<file path="config.mk">
export PLATFORM = sky130hd
export DESIGN_NAME = serial_cfg_loader
export DESIGN_NICKNAME = d
export VERILOG_FILES = /design/src/rtl/cfg_loader_pkg.sv /design/src/rtl/cfg_rst_sync.sv /design/src/rtl/cfg_bit_counter.sv /design/src/rtl/cfg_shift_reg.sv /design/src/rtl/serial_cfg_loader.sv
export SDC_FILE = /design/constraint.sdc
export NUM_CORES = 1
export LEC_CHECK = 0
export BUFFER_PORTS_ARGS = -buffer_cell sky130_fd_sc_hd__buf_2
export CAP_MARGIN = 30
export CORE_MARGIN = 5
export CORE_UTILIZATION = 30
export DETAILED_ROUTE_END_ITERATION = 8
export SKIP_CTS_REPAIR_TIMING = 1
export SYNTH_ARGS = -nofsm -noshare
export SYNTH_HDL_FRONTEND = slang
export SYNTH_SLANG_ARGS = --single-unit
</file>
<file path="constraint.sdc">
create_clock -name sclk -period 2.19 [get_ports sclk]
set_input_delay 0.219 -clock sclk [delete_from_list [all_inputs] [get_ports sclk]]
set_output_delay 0.219 -clock sclk [all_outputs]
set_load 0.01 [all_outputs]
</file>
<file path="src/rtl/cfg_loader_pkg.sv">
package cfg_loader_pkg;

  // Width of a counter that must hold values 0 .. n-1, never below one bit.
  function automatic int unsigned cnt_width(input int unsigned n);
    int unsigned w;
    w = $clog2(n);
    return (w < 1) ? 1 : w;
  endfunction

endpackage

</file>
<file path="src/rtl/cfg_rst_sync.sv">
module cfg_rst_sync (
  input  logic clk,
  input  logic arst_n,
  output logic srst_n
);

  logic [1:0] sync_q;

  always_ff @(posedge clk or negedge arst_n) begin
    if (!arst_n) begin
      sync_q <= 2'b00;
    end else begin
      sync_q <= {sync_q[0], 1'b1};
    end
  end

  assign srst_n = sync_q[1];

endmodule

</file>
<file path="src/rtl/cfg_bit_counter.sv">
module cfg_bit_counter
  import cfg_loader_pkg::*;
#(
  parameter int unsigned CFG_BITS = 64
) (
  input  logic clk,
  input  logic rst_n,
  input  logic step,
  output logic loaded
);

  localparam int unsigned CW = cnt_width(CFG_BITS);
  localparam logic [CW-1:0] LAST = CW'(CFG_BITS - 1);

  logic [CW-1:0] cnt_q, cnt_d;
  logic          done_q, done_d;

  always_comb begin
    cnt_d  = cnt_q;
    done_d = done_q;
    if (step) begin
      if (cnt_q == LAST) begin
        cnt_d  = '0;
        done_d = 1'b1;
      end else begin
        cnt_d = cnt_q + 1'b1;
      end
    end
  end

  always_ff @(posedge clk or negedge rst_n) begin
    if (!rst_n) begin
      cnt_q  <= '0;
      done_q <= 1'b0;
    end else if (step) begin
      cnt_q  <= cnt_d;
      done_q <= done_d;
    end
  end

  assign loaded = done_q;

  // loaded state is sticky until master reset
  p_loaded_sticky_r5: assert property (@(posedge clk) disable iff (!rst_n)
    done_q |=> done_q);

  // loading ends only on a step taken at the last count
  p_load_on_last_r4: assert property (@(posedge clk) disable iff (!rst_n)
    $rose(done_q) |-> ($past(cnt_q) == LAST) && $past(step));

  // the count never leaves its range
  p_count_range_r8: assert property (@(posedge clk) disable iff (!rst_n)
    cnt_q <= LAST);

endmodule

</file>
<file path="src/rtl/cfg_shift_reg.sv">
module cfg_shift_reg #(
  parameter int unsigned CFG_BITS = 64
) (
  input  logic                clk,
  input  logic                rst_n,
  input  logic                shift_en,
  input  logic                bit_in,
  output logic [CFG_BITS-1:0] word
);

  logic [CFG_BITS-1:0] word_q, word_d;

  generate
    if (CFG_BITS == 1) begin : g_single
      always_comb word_d = bit_in;
    end else begin : g_multi
      always_comb word_d = {word_q[CFG_BITS-2:0], bit_in};
    end
  endgenerate

  always_ff @(posedge clk or negedge rst_n) begin
    if (!rst_n) begin
      word_q <= '0;
    end else if (shift_en) begin
      word_q <= word_d;
    end
  end

  assign word = word_q;

  // without a shift request the word holds
  p_hold_when_idle_r2: assert property (@(posedge clk) disable iff (!rst_n)
    !shift_en |=> $stable(word_q));

  // a shifted bit lands in position 0
  p_new_bit_low_r3: assert property (@(posedge clk) disable iff (!rst_n)
    shift_en |=> word_q[0] == $past(bit_in));

endmodule

</file>
<file path="src/rtl/serial_cfg_loader.sv">
module serial_cfg_loader #(
  parameter int unsigned CFG_BITS = 64
) (
  input  logic                sclk,
  input  logic                mrst_n,
  input  logic                sdi,
  input  logic                sen_in_n,
  output logic                sdo,
  output logic                sen_out_n,
  output logic [CFG_BITS-1:0] cfg
);

  logic rst_n;
  logic loaded;
  logic take_bit;

  cfg_rst_sync u_rst (
    .clk    (sclk),
    .arst_n (mrst_n),
    .srst_n (rst_n)
  );

  assign take_bit = !sen_in_n && !loaded;

  cfg_bit_counter #(.CFG_BITS(CFG_BITS)) u_cnt (
    .clk    (sclk),
    .rst_n  (rst_n),
    .step   (take_bit),
    .loaded (loaded)
  );

  cfg_shift_reg #(.CFG_BITS(CFG_BITS)) u_sr (
    .clk      (sclk),
    .rst_n    (rst_n),
    .shift_en (take_bit),
    .bit_in   (sdi),
    .word     (cfg)
  );

  // Pass-through once loaded; quiet levels before.
  assign sen_out_n = loaded ? sen_in_n : 1'b1;
  assign sdo       = loaded ? sdi      : 1'b0;

  // the setup word is frozen once the counter reports loaded
  p_frozen_after_load_r7: assert property (@(posedge sclk) disable iff (!rst_n)
    loaded |=> $stable(cfg));

  // reset holds the word clear
  p_reset_clear_r1: assert property (@(posedge sclk)
    !rst_n |-> cfg == '0);

endmodule

</file>
== After elaboration in Yosys (flattened, before gate mapping) ==
Cells that the tools add are included.

* Register bits after elaboration: 73
* Input bits: 4
* Output and inout port bits: 66
* Word-level logic and storage cells: 13

* Add/subtract/negate cells: 1
* Equal/unequal tests: 1
* Muxes and demuxes: 3
* Reductions and logical operators: 4

{| class="wikitable"
|+ Operators by type and width
! cell !! number
|-
| $add A6 B1 Y6 const B || 1
|-
| $eq A6 B6 Y1 const B || 1
|-
| $mux W6 || 1
|-
| $logic_not A1 Y1 || 2
|-
| $mux W1 || 2
|-
| $reduce_and A2 Y1 || 1
|-
| $logic_and A1 B1 Y1 || 1
|}

== Longest topological paths before layout ==
* Depth after elaboration: 3
* Mapped depth: 5
* Depth with buffers taken out: 4

== Hierarchy ==
Synthesis repeated with hierarchy kept, for this count alone.

* Cells, all modules: 167
* Area total of the unflattened synthesis: 3,056.7 um2

{| class="wikitable"
|+ By module, submodules not included
! module !! times used !! cells each !! area an instance (um2) !! seq. area each (um2)
|-
| cfg_shift_reg || 1 || 135 || 2,678.8 || 1,601.5
|-
| cfg_bit_counter || 1 || 26 || 307.8 || 175.2
|-
| cfg_rst_sync || 1 || 3 || 53.8 || 50.0
|-
| serial_cfg_loader || 1 || 3 || 16.3 || 0.0
|}

== Least setup slack after synthesis ==
OpenSTA, ideal clock, no wires.

* Kind: register to register
* Start point: register u_cnt.done_q, in the netlist u_cnt.loaded
* End point: register u_sr.word_q[32], in the netlist u_sr.word[32]
* Library setup time: 0.125 ns
* Data arrival time: 1.239 ns
* Required time: 2.065 ns
* Setup slack: 0.826 ns
* Cell stages (with the launch flop): 5
* Buffers on the path: 2
* Clock period less this slack: 1.364 ns
* Path through: dfrtp_1 > nor2_2 > buf_4 > buf_4 > mux2_2

* Word-level cells in the longest chain between the ends: 2

{| class="wikitable"
|+ RTL lines
! what !! RTL line !! RTL
|-
| start, declared || cfg_bit_counter.sv:16 || <nowiki>logic done_q, done_d;</nowiki>
|-
| start signal, assigned || cfg_bit_counter.sv:37 || <nowiki>done_q <= done_d;</nowiki>
|-
| $logic_not A1 Y1 || serial_cfg_loader.sv:23 || <nowiki>assign take_bit = !sen_in_n && !loaded;</nowiki>
|-
| $logic_and A1 B1 Y1 || serial_cfg_loader.sv:23 ||
|-
| end signal, assigned || cfg_shift_reg.sv:25 || <nowiki>word_q <= word_d;</nowiki>
|-
| end, declared || cfg_shift_reg.sv:11 || <nowiki>logic [CFG_BITS-1:0] word_q, word_d;</nowiki>
|}

No other way between the ends.
A chain may end at the register's enable or synchronous reset.

== Worst setup path after layout ==
* Start point: register u_cnt.done_q, in the netlist u_cnt.loaded
* End point: register u_sr.word_q[44], in the netlist u_sr.word[44]

The elaborated chain is that of the path after synthesis.

==> impl_metrics.yaml <==
routing:
  routed_wl_um: 5071
  drt_drc_violations_left: 0
  vias_per_cell: 4.429
  post_drt_wl_per_cell_um: 13.93
  vias: 1612
  final_antenna_net_count: 0
  first_pass_iters: 4
  drt_iter0_drc: 29
floorplanning:
  die_x_um: 106.0
  num_rows: 35
  start_util_pct: 30.37
  io_pins: 70
  fp.dieH_um: 106.0
  die_area_um2: 11240
  core_um2: 9109
worst_setup_path:
  r2r_cells: 3
  max_stage_delay_ns: 0.45
  crit_type: "reg2reg"
  start_kind: "flip-flop"
  cp_num_cells: 3
  path_cells: "nor2_4 -> buf_4 -> mux2_2"
  path_delay_family: "flip-flops"
  cp_num_buf_inv: 1
  critPathSlowestCell: "dfrtp_1"
  cp.arrival_ns: 1.76
  cp-end-kind: "flip-flop"
  cp_max_fo: 40
  crit_required_ns: 2.40
grt:
  grt_max_degree: 41
  grt_pass1_wl_um: 8804
  grtUsageTotal_pct: 9.917
  antenna_found_initial: 0
  grt_pass1_vias: 1687
  grt.overflow.total: 0
clock_network:
  cts_buffers: 9
  cts_tree: "done"
  worstSkewPairLatency_ns: 0.33
  cts_buffer_depth: 2
  h-tree-depth: 3
  clock-sinks: 73
  clk_pin_slew_worst_paths_ns: 0.07
  root_buffer: "clkbuf_8"
cells_and_area:
  drive_gt1_share_pct: 61.26
  finish.instance_area_um2: 3468
  nets: 253
  fin_cells: 364
  n_antenna_cell: 0
  area_delta_synth_final_pct: 25.37
outcome:
  status: "finished, final reports clean"
pwr:
  finalPower_mw: 4.301
  peakVddDrop_mv: 0.4636
  p_per_area_nw_per_um2: 1240
  p_leak_nw: 1.801
logic_synthesis:
  synth.most_common_cell: "dfrtp_1"
  syn_avg_cell_area_um2: 16.18
  synth_common_cells: "73 x dfrtp_1, 65 x mux2_2, 4 x buf_2"
  synth_top_cell_by_area: "dfrtp_1"
  syn-num-nets: 176
  synthCells: 171
  synth_top_area_share_pct: 66.03
  yosys_most_used_dff: "dfrtp_1"
  ys_seq_area_share_pct: 66.03
  ys_warn_count: 0
  synth_seq_cells: 73
  netlist_area_um2: 2766
  synth-edff-count: 0
  synthTopCellsByArea: "dfrtp_1 66%, mux2_2 26%, xnor2_1 0.95%"
  async_flop_share_pct: 100.0
  synth_cell_types: 23
timing:
  slew_viol_final: 0
  setup_tns_ns: 0
  fmax_ghz: 0.6436
  fin_crit_sh_pct: 70.94
  min_period_ns: 1.554
  fin_hold_ws_ns: 0.1319
  setup_viol: 0
  rsz0062_at_grt: "no"
  final.setup_skew_ns: 0.009927
  timing_hold_violations_final: 0
placement:
  dp_hpwl_um: 3529
  dpl.cell_count: 347
  post_dp_cell_area_um2: 3248
  gp_congestion: 0.7003
  portBuffers: 69
hold_path:
  min_path_cells: 2
  hold_class: "in2reg"
flow_run:
  maxCapViolCount: 0
==> path summary, 6_finish.rpt <==
| path | from | end | slack (ns) |
|---|---|---|---|
| max | u_cnt.loaded | u_sr.word[44] | 0.64 |
| min | sdi | u_sr.word[0] | 0.13 |
| max reg2reg | u_cnt.loaded | u_sr.word[44] | 0.64 |
| min reg2reg | u_rst.sync_q[1] | u_sr.word[22] | 0.28 |
| max in group asynchronous | u_rst.sync_q[1] | u_sr.word[57] | 1.36 |
| min in group asynchronous | mrst_n | u_rst.sync_q[0] | 0.19 |
==> logic make-up after synthesis <==
kind of cell | synth area share [%]
AO/OA/AOI/OAI | 0.9952
XOR/XNOR | 0.9500
adder cells (fa/ha/maj) | 0.4522
buffers and inverters | 1.945
flip-flops | 66.03
multiplexers | 26.46
other | 0.1356
AND/OR/NAND/NOR | 3.031
==> flip-flops by register name, summed over array words and instances, names as in the netlist <==
name and count:
u_cnt.loaded 1, u_cnt.cnt_q 6, u_sr.word 64, u_rst.sync_q 2
==> cell usage in the layout (no fill, tap or decap) <==
master,instances
a21oi_1,2
or3_1,2
nand4_1,1
dfrtp_4,1
buf_12,1
o31ai_1,1
conb_1,1
or2_2,1
clkinvlp_4,1
o21ai_0,2
mux2_2,65
clkbuf_8,9
dfrtp_1,72
bufinv_16,2
clkbuf_1,1
nand3_1,1
nand2b_1,1
nor2_4,1
clkinv_2,3
and2_1,1
nand2_1,2
nand4bb_1,1
buf_2,69
xnor2_1,3
nor2_1,2
ha_1,1
buf_4,2
or3b_1,1
inv_1,2
dlygate4sd3_1,1
==> layer usage <==
metal	global-route usage, %	share of wire [%]	vias to the layer above
li1	-	-	761
met3	3.704	5.6	7
met5	0	0	-
met2	14.44	47	39
met4	4.995	1.4	0
met1	12.91	46	805
==> area by class of cell <==
cell class / instances / area (µm²)
repair buffers: 73 / 390.4
multi-input cells: 89 / 890.9
fillers: 899 / 5640
flip-flops and latches: 73 / 1831
clock inverters: 6 / 82.58
inverters: 2 / 7.507
well taps: 111 / 138.9
clock buffers: 10 / 127.6
==> report_power, final <==
part	internal (mW)	switching (mW)	total [mW]
clock network	0.636	0.481	1.12
logic	0.651	0.546	1.20
registers	1.70	0.283	1.99
total	2.99	1.31	4.30
==> through the flow <==
step / util (%) / setup slack, ns
floorplan: - / 0.006546
global placement: 35.66 / 0.6756
detailed placement: 35.66 / 0.6487
CTS: 37.97 / 0.6198
global route: 38.08 / 0.5463
finish: 38.08 / 0.6363
(Power assumes the default switching activity.)
